==> config.mk <==
export PLATFORM = sky130hd
export DESIGN_NAME = bank_window_ctrl
export DESIGN_NICKNAME = d
export VERILOG_FILES = /design/src/rtl/bank_win_pkg.sv /design/src/rtl/bwc_regs.sv /design/src/rtl/bwc_write_mask.sv /design/src/rtl/bwc_read_map.sv /design/src/rtl/bank_window_ctrl.sv
export SDC_FILE = /design/constraint.sdc
export NUM_CORES = 1
export LEC_CHECK = 0
export ABC_AREA = 1
export BUFFER_PORTS_ARGS = -buffer_cell sky130_fd_sc_hd__buf_4
export CORE_UTILIZATION = 38
export DETAILED_ROUTE_END_ITERATION = 8
export HOLD_SLACK_MARGIN = 0.15
export MAX_ROUTING_LAYER = met4
export PLACE_DENSITY = 0.87
export SYNTH_ARGS = -nofsm -noshare
export SYNTH_HDL_FRONTEND = slang
export SYNTH_SLANG_ARGS = --single-unit
export TNS_END_PERCENT = 50
==> constraint.sdc <==
create_clock -name clk -period 1.3 [get_ports clk]
set_input_delay 0.195 -clock clk [delete_from_list [all_inputs] [get_ports clk]]
set_output_delay 0.195 -clock clk [all_outputs]
set_load 0.01 [all_outputs]
==> src/rtl/bank_win_pkg.sv <==
package bank_win_pkg;

  localparam int unsigned REG_W      = 8;
  localparam int unsigned NUM_BANKS  = 5;
  localparam int unsigned BANK_ID_W  = 3;
  localparam logic [REG_W-1:0] ACT_LOW_FLIP = 8'h31;
  localparam int unsigned INH_LO_BIT = 2;
  localparam int unsigned INH_HI_BIT = 3;

  typedef logic [BANK_ID_W-1:0] bank_id_t;

  localparam bank_id_t BK_ROM    = 3'd0;
  localparam bank_id_t BK_USER   = 3'd1;
  localparam bank_id_t BK_VID_LO = 3'd2;
  localparam bank_id_t BK_VID_HI = 3'd3;
  localparam bank_id_t BK_EXT    = 3'd4;

  // rd_req: [0] rom, [1] user, [2] video, [3] extra
  // wr_req: [n] enables bank n+1
  typedef struct packed {
    logic [3:0] rd_req;
    logic [3:0] wr_req;
  } bank_fields_t;

  function automatic bank_fields_t unpack_bank(input logic [REG_W-1:0] raw);
    logic [REG_W-1:0] eff;
    bank_fields_t f;
    eff = raw ^ ACT_LOW_FLIP;
    f.wr_req = eff[3:0];
    f.rd_req = eff[7:4];
    return f;
  endfunction

endpackage

==> src/rtl/bwc_regs.sv <==
module bwc_regs
  import bank_win_pkg::*;
#(
  parameter int unsigned IO_W           = 16,
  parameter logic [15:0] BANK_PORT      = 16'h007F,
  parameter logic [15:0] BANK_PORT_MASK = 16'h007F,
  parameter logic [15:0] CTRL_PORT      = 16'h0080,
  parameter logic [15:0] CTRL_PORT_MASK = 16'h00FF
) (
  input  logic             clk,
  input  logic             rst,
  input  logic             io_wr,
  input  logic [IO_W-1:0]  io_port,
  input  logic [REG_W-1:0] io_data,
  output logic [REG_W-1:0] bank_raw,
  output logic [REG_W-1:0] ctrl_reg
);

  localparam logic [IO_W-1:0] BMASK = IO_W'(BANK_PORT_MASK);
  localparam logic [IO_W-1:0] BMATCH = IO_W'(BANK_PORT) & BMASK;
  localparam logic [IO_W-1:0] CMASK = IO_W'(CTRL_PORT_MASK);
  localparam logic [IO_W-1:0] CMATCH = IO_W'(CTRL_PORT) & CMASK;

  logic hit_bank;
  logic hit_ctrl;

  assign hit_bank = io_wr && ((io_port & BMASK) == BMATCH);
  assign hit_ctrl = io_wr && ((io_port & CMASK) == CMATCH);

  always_ff @(posedge clk) begin
    if (rst) begin
      bank_raw <= '0;
      ctrl_reg <= '0;
    end else begin
      if (hit_bank) bank_raw <= io_data;
      if (hit_ctrl) ctrl_reg <= io_data;
    end
  end

endmodule

==> src/rtl/bwc_write_mask.sv <==
module bwc_write_mask
  import bank_win_pkg::*;
(
  input  bank_fields_t         fields,
  input  logic [REG_W-1:0]     ctrl_reg,
  input  logic                 mem_wr,
  output logic [NUM_BANKS-1:0] wr_en
);

  assign wr_en[BK_ROM] = 1'b0;

  for (genvar b = 1; b < NUM_BANKS; b++) begin : g_bank
    logic inhibit;
    if (b == int'(BK_VID_LO)) begin : g_inh_lo
      assign inhibit = ctrl_reg[INH_LO_BIT];
    end else if (b == int'(BK_VID_HI)) begin : g_inh_hi
      assign inhibit = ctrl_reg[INH_HI_BIT];
    end else begin : g_no_inh
      assign inhibit = 1'b0;
    end
    assign wr_en[b] = mem_wr & fields.wr_req[b-1] & ~inhibit;
  end

endmodule

==> src/rtl/bwc_read_map.sv <==
module bwc_read_map
  import bank_win_pkg::*;
#(
  parameter int unsigned WIN_COUNT   = 8,
  parameter int unsigned ROM_WINDOWS = 3,
  parameter int unsigned VID_SPLIT   = 4,
  localparam int unsigned WIN_W      = $clog2(WIN_COUNT)
) (
  input  logic [3:0]       rd_req,
  input  logic [WIN_W-1:0] win,
  output bank_id_t         src
);

  bank_id_t win_src [WIN_COUNT];

  for (genvar w = 0; w < WIN_COUNT; w++) begin : g_win
    localparam bit       ROM_HERE = (w < ROM_WINDOWS);
    localparam bank_id_t VID_BANK = (w < VID_SPLIT) ? BK_VID_LO : BK_VID_HI;
    localparam bank_id_t DEF_BANK = ROM_HERE ? BK_ROM : BK_USER;

    always_comb begin
      if (ROM_HERE && rd_req[0])  win_src[w] = BK_ROM;
      else if (rd_req[1])         win_src[w] = BK_USER;
      else if (rd_req[2])         win_src[w] = VID_BANK;
      else if (rd_req[3])         win_src[w] = BK_EXT;
      else                        win_src[w] = DEF_BANK;
    end
  end

  assign src = win_src[win];

endmodule

==> src/rtl/bank_window_ctrl.sv <==
module bank_window_ctrl
  import bank_win_pkg::*;
#(
  parameter int unsigned ADDR_W         = 16,
  parameter int unsigned IO_W           = 16,
  parameter int unsigned WIN_COUNT      = 8,
  parameter int unsigned ROM_WINDOWS    = 3,
  parameter int unsigned VID_SPLIT      = 4,
  parameter logic [15:0] BANK_PORT      = 16'h007F,
  parameter logic [15:0] BANK_PORT_MASK = 16'h007F,
  parameter logic [15:0] CTRL_PORT      = 16'h0080,
  parameter logic [15:0] CTRL_PORT_MASK = 16'h00FF
) (
  input  logic                 clk,
  input  logic                 rst,
  input  logic                 io_wr,
  input  logic [IO_W-1:0]      io_port,
  input  logic [7:0]           io_data,
  input  logic [ADDR_W-1:0]    mem_addr,
  input  logic                 mem_rd,
  input  logic                 mem_wr,
  output logic [4:0]           rd_sel,
  output logic [2:0]           rd_bank,
  output logic [4:0]           wr_en
);

  localparam int unsigned WIN_W = $clog2(WIN_COUNT);

  logic [REG_W-1:0] bank_raw;
  logic [REG_W-1:0] ctrl_reg;
  bank_fields_t     fields;
  logic [WIN_W-1:0] win;
  bank_id_t         src;

  bwc_regs #(
    .IO_W(IO_W), .BANK_PORT(BANK_PORT), .BANK_PORT_MASK(BANK_PORT_MASK),
    .CTRL_PORT(CTRL_PORT), .CTRL_PORT_MASK(CTRL_PORT_MASK)
  ) u_regs (
    .clk(clk), .rst(rst), .io_wr(io_wr), .io_port(io_port), .io_data(io_data),
    .bank_raw(bank_raw), .ctrl_reg(ctrl_reg)
  );

  assign fields = unpack_bank(bank_raw);
  assign win    = mem_addr[ADDR_W-1 -: WIN_W];

  bwc_write_mask u_wmask (
    .fields(fields), .ctrl_reg(ctrl_reg), .mem_wr(mem_wr), .wr_en(wr_en)
  );

  bwc_read_map #(
    .WIN_COUNT(WIN_COUNT), .ROM_WINDOWS(ROM_WINDOWS), .VID_SPLIT(VID_SPLIT)
  ) u_rmap (
    .rd_req(fields.rd_req), .win(win), .src(src)
  );

  assign rd_bank = src;

  for (genvar b = 0; b < NUM_BANKS; b++) begin : g_rdsel
    assign rd_sel[b] = mem_rd && (src == bank_id_t'(b));
  end

endmodule

* Yosys cells after proc, flatten, opt, wreduce, memory -nomap -nowiden
Cells that the tools add are included.
** Operators by class
- Bitwise operators :: 10
- Equality and inequality tests :: 6
- Multiplexer cells :: 12
- Reductions and logical operators :: 8
- Magnitude comparators :: 1
** Operators with widths (number)
- $mux W3 :: 11
- $bmux W3 S3 :: 1
- $eq A8 B8 Y1 const B :: 1
- $eq A7 B7 Y1 const B :: 1
- $logic_and A1 B1 Y1 :: 7
- $and A1 B1 Y1 :: 6
- $eq A3 B2 Y1 const B :: 2
- $ge A4 B4 Y1 const B :: 1
- $not A3 Y4 :: 1
- $eq A3 B1 Y1 const B :: 1
- $eq A3 B3 Y1 const B :: 1
- $logic_not A3 Y1 :: 1
- $not A3 Y3 :: 1
- $not A1 Y1 :: 2
** Storage, ports and cells
- Bits in registers :: 12
- Word-level logic and storage cells :: 39
- Input port bits :: 45
- Output and inout port bits :: 13

* Longest topological paths before layout
- Depth after elaboration :: 9
- Gate-level depth with buffers :: 7
- Depth with buffers taken out :: 6

* Modules after synthesis
Synthesis repeated with hierarchy kept, for this count alone.
** Unflattened totals
- Cells, all modules :: 162
- Area, all modules :: 978.4 sq um
** By module, submodules not included
- bwc_regs :: times used 1, sequential area each 320.3 sq um, area each 784.5 sq um, cells an instance 114
- bwc_read_map :: times used 1, sequential area each 0.0 sq um, area each 86.3 sq um, cells an instance 21
- bank_window_ctrl :: times used 1, sequential area each 0.0 sq um, area each 66.3 sq um, cells an instance 17
- bwc_write_mask :: times used 1, sequential area each 0.0 sq um, area each 41.3 sq um, cells an instance 10

* Worst setup path after synthesis
OpenSTA, ideal clock, no wires.
- Path type :: flip-flop to output port
- Start :: register u_regs.bank_raw[5]
- End :: output port rd_sel[2]
- Data required time :: 1.105 ns
- Path buffers :: 0
- Arrival :: 0.953 ns
- Cell stages (with the launch flop) :: 5
- Setup slack :: 0.152 ns
- Cell sequence :: dfxtp_1 > nand2_1 > o21ai_0 > nand2_1 > nor2_1
** On the way
- Cells in the longest elaborated chain, start to end :: 8
- Elaborated cells between the ends (all ways) :: 10
- Classes of those cells :: 1 x eq/ne; 7 x mux; 1 x bitwise; 1 x reduce/logical
** RTL lines
- from (decl) :: RTL line bwc_regs.sv:15 : output logic [REG_W-1:0] bank_raw,
- from (signal assigned) :: RTL line bwc_regs.sv:35 : if (hit_bank) bank_raw <= io_data;
- $not A3 Y3 (no line) *
- $mux W3 :: RTL line bwc_read_map.sv:23 : else if (rd_req[1]) win_src[w] = BK_USER;
- $mux W3 :: RTL line bwc_read_map.sv:22 : if (ROM_HERE && rd_req[0]) win_src[w] = BK_ROM;
- $bmux W3 S3 * :: RTL line bwc_read_map.sv:30 : assign src = win_src[win];
- $mux W3 (not written as such) * (2 in series) :: RTL line bwc_read_map.sv:30
- via rd_bank[0] :: RTL line bank_window_ctrl.sv:23 : output logic [2:0] rd_bank,
- $eq A3 B2 Y1 * :: RTL line bank_window_ctrl.sv:59 : assign rd_sel[b] = mem_rd && (src == bank_id_t'(b));
- $logic_and A1 B1 Y1 * :: RTL line bank_window_ctrl.sv:59
- to (decl) :: RTL line bank_window_ctrl.sv:22 : output logic [4:0] rd_sel,
Mark *: on every way through the listed nets, which the timed path passes. The rest lies on a longest branch. The select of a mux whose other input is x is not followed.

* Worst setup path in the final report
- Start :: register u_regs.bank_raw[5]
- End :: output port rd_sel[2]
** On the way
- Cells in the longest elaborated chain, start to end :: 8
- Elaborated cells between the ends (all ways) :: 10
- Classes of those cells :: 1 x eq/ne; 7 x mux; 1 x bitwise; 1 x reduce/logical
** RTL lines (RTL line)
- $not A3 Y3 (no line) *
- $mux W3 :: bwc_read_map.sv:23
- $mux W3 :: bwc_read_map.sv:22
- $bmux W3 S3 * :: bwc_read_map.sv:30
- $mux W3 (not written as such) * (2 in series) :: bwc_read_map.sv:30
- $eq A3 B2 Y1 * :: bank_window_ctrl.sv:59
- $logic_and A1 B1 Y1 * :: bank_window_ctrl.sv:59
Mark *: on every way between the ends. The rest lies on a longest branch, timed or not. The select of a mux whose other input is x is not followed.

==> flow_summary_export.csv <==
group,metric,value,unit
clock_tree,cts_buffers,3,
clock_tree,cts_max_level,1,
timing,drv_slew,0,
power,intPower,0.481,mW
logic_synthesis,synth_area,619,sq um
grt,grt_use_total,0.185,
timing,timing.final.crit_share,1.10,
die,ioPinCount,58,
outcome,status,"finished, violations left",
logic_synthesis,synthMuxAreaShare,0,
critical_path,required,1.11,ns
cells_and_area,fin_area,995,sq um
die,die_w,42.4,um
routing,post_drt_wl_per_cell,9.32,um
logic_synthesis,yosysWarnings,0,
cells_and_area,diodes,0,
logic_synthesis,synth-edff-count,0,
die,start_util,0.411,
routing,ant_nets,0,
critical_path,critical_path_arrival,1.24,ns
clock_tree,clockRootBuffer,"clkbuf_4",
critical_path,startpoint_type,"flip-flop",
routing,drtIter0Drc,9,
die,dieArea,1800,sq um
routing,firstDrtPassIters,4,
die,core_area,1510,sq um
place,gp_congestion,0.847,
die,die_h,42.4,um
critical_path,path_class,"reg2out",
power,power_density,638,nW/um^2
routing,route.detailed.drc,0,
logic_synthesis,ys_seq_area_frac,0.323,
grt,grt_pass1_vias,687,
routing,vias,769,
grt,grt_pass1_wl,2570,um
clock_tree,clk_pin_slew,0.06,ns
logic_synthesis,synth_top_family_by_area,"simple AND/OR/NAND/NOR gates",
logic_synthesis,async_reset_ff_frac,0,
timing,postLayoutSetupSlackWorst,-0.131,ns
place,dp_hpwl,1170,um
grt,overflow,0,
logic_synthesis,yosysTopAreaCell,"dfxtp_1",
logic_synthesis,synth_top_area_frac,0.323,
logic_synthesis,synth-compound-area-share,0.0404,
outcome,violations,"negative setup slack",
place,place_area,883,sq um
logic_synthesis,synthCells,112,
power,leakagePower,0.605,nW
power,swShare,0.242,
logic_synthesis,syn_avg_cell_area,5.53,sq um
clock_tree,cts_tree,"done",
routing,vias_per_cell,4.63,
place,portBuffers,35,
power,power.net_switching,0.153,mW
clock_tree,cts_buffer_depth,2,
timing,maxClockFrequency,0.699,GHz
power,p_comb_frac,0.198,
clock_tree,cts.sinks,10,
logic_synthesis,netlist_top_cells_count,"nand2_1, nor2_1, inv_1",
critical_path,setup.worst_path.end_class,"primary output",
timing,setup_violations,6,
cells_and_area,largest_register_ffs,8,
cells_and_area,drive_above_1_share,0.407,
logic_synthesis,ys_ff_latch,10,
timing,hold_viol_final,0,
cells_and_area,fin_nets,197,
logic_synthesis,ys.flop_type,"dfxtp_1",
logic_synthesis,ys_types,14,
routing,drt_wl_total,1550,um
min_path,hp-class,"in2reg",
logic_synthesis,synthXorXnorAreaFrac,0,
cells_and_area,area_delta_synth_final,60.6,%
power,p_seq_frac,0.483,
timing,finalClockSkew,0,ns
logic_synthesis,synth_most_common_cell,"nand2_1",
power,clkPwrFrac,0.319,
timing,fin_crit,1.43,ns
logic_synthesis,synthesis.nets,157,
critical_path,cp_max_fo,4,
logic_synthesis,synth_area_leaders,"dfxtp_1, nand2_1, nor2_1",
grt,grt_antenna_before_repair,0,
cells_and_area,utilization,0.660,
timing,rsz0062_at_grt,"yes",
power,vdd_drop_max,0.475,mV
run,drv_cap,0,
grt,grt_max_degree,16,
logic_synthesis,synthAdderAreaFrac,0,
die,core.rowCount,14,
logic_synthesis,synth-simple-area-share,0.479,
clock_tree,clock_latency,0.26,ns
==> layout by cell type, fill, tap and decap left out <==
master	count
o21ai_4	1
dfxtp_4	1
buf_4	37
nor2_2	3
nand3_2	3
dfxtp_1	7
clkbuf_4	3
nor2_1	27
a21oi_2	1
o21ai_1	1
nand2_2	5
nand3_1	5
dfxtp_2	2
clkinv_1	1
a21oi_1	2
inv_1	17
nor3_1	3
nand2_4	3
inv_2	2
conb_1	1
nand2_1	25
==> through the flow <==
stage	total power [mW]	setup TNS, ns	hold WS [ns]	cells	worst slack [ns]
6_report	0.634	-0.427	0.156	166	-0.131
5_1_grt	0.672	-0.848	0.158	166	-0.197
4_1_cts	0.636	-0.228	0.160	166	-0.0728
3_5_place_dp	0.430	0	0.424	161	0.0917
3_3_place_gp	0.427	0	0.419	161	0.112
2_1_floorplan	0.356	0	0.330	112	0.152
==> power groups by stage <==
stage / logic (mW) / registers (mW) / clock network, mW
after floorplan: 0.0413 / 0.315 / 0
after global placement: 0.112 / 0.315 / 0
after detailed placement: 0.115 / 0.315 / 0
after CTS: 0.123 / 0.306 / 0.207
after global routing: 0.139 / 0.306 / 0.227
final: 0.125 / 0.306 / 0.203
==> cells by family after synthesis <==
family                 Yosys count
AO/OA/AOI/OAI                    5
buffers and inverters           22
flip-flops                      10
other                            1
AND/OR/NAND/NOR                 74
==> worst max-delay path, cell delays in order (launching register included) <==
cell and delay (ns):
dfxtp_4 0.39, nand2_4 0.08, o21ai_4 0.18, nand2_2 0.09
nor2_1 0.11, buf_4 0.12
==> layer usage <==
layer | track usage | part of all wire | vias up
met4 | 0.0875 | 0.019 | 0
li1 | - | - | 406
met2 | 0.302 | 0.52 | 31
met5 | - | 0 | -
met1 | 0.221 | 0.40 | 327
met3 | 0.0302 | 0.059 | 5
==> worst paths after layout <==
kind	from	to	slack, ns	depth (start not counted)
max	u_regs.bank_raw[5]$_SDFFE_PP0P_	rd_sel[2]	-0.13	5
min	io_data[1]	u_regs.bank_raw[1]$_SDFFE_PP0P_	0.16	3
max reg2reg	u_regs.bank_raw[5]$_SDFFE_PP0P_	u_regs.bank_raw[5]$_SDFFE_PP0P_	0.63	4
min reg2reg	u_regs.ctrl_reg[2]$_SDFFE_PP0P_	u_regs.ctrl_reg[2]$_SDFFE_PP0P_	0.49	2
==> area by class of cell <==
| type | instances | area [sq um] |
|---|---|---|
| clock buffers | 3 | 22.5 |
| fillers | 157 | 512 |
| inverters | 20 | 75.1 |
| multi-input cells | 80 | 393 |
| flip-flops and latches | 10 | 206 |
| well taps | 16 | 20.0 |
| repair buffers | 37 | 278 |
==> timing repair <==
action	CTS	global route
pin swaps	5	6
setup endpoints to repair	5	7
setup buffers	2	0
hold buffers	0	0
gates resized for setup	19	7
Note: power is estimated with default switching activity, not from simulation.
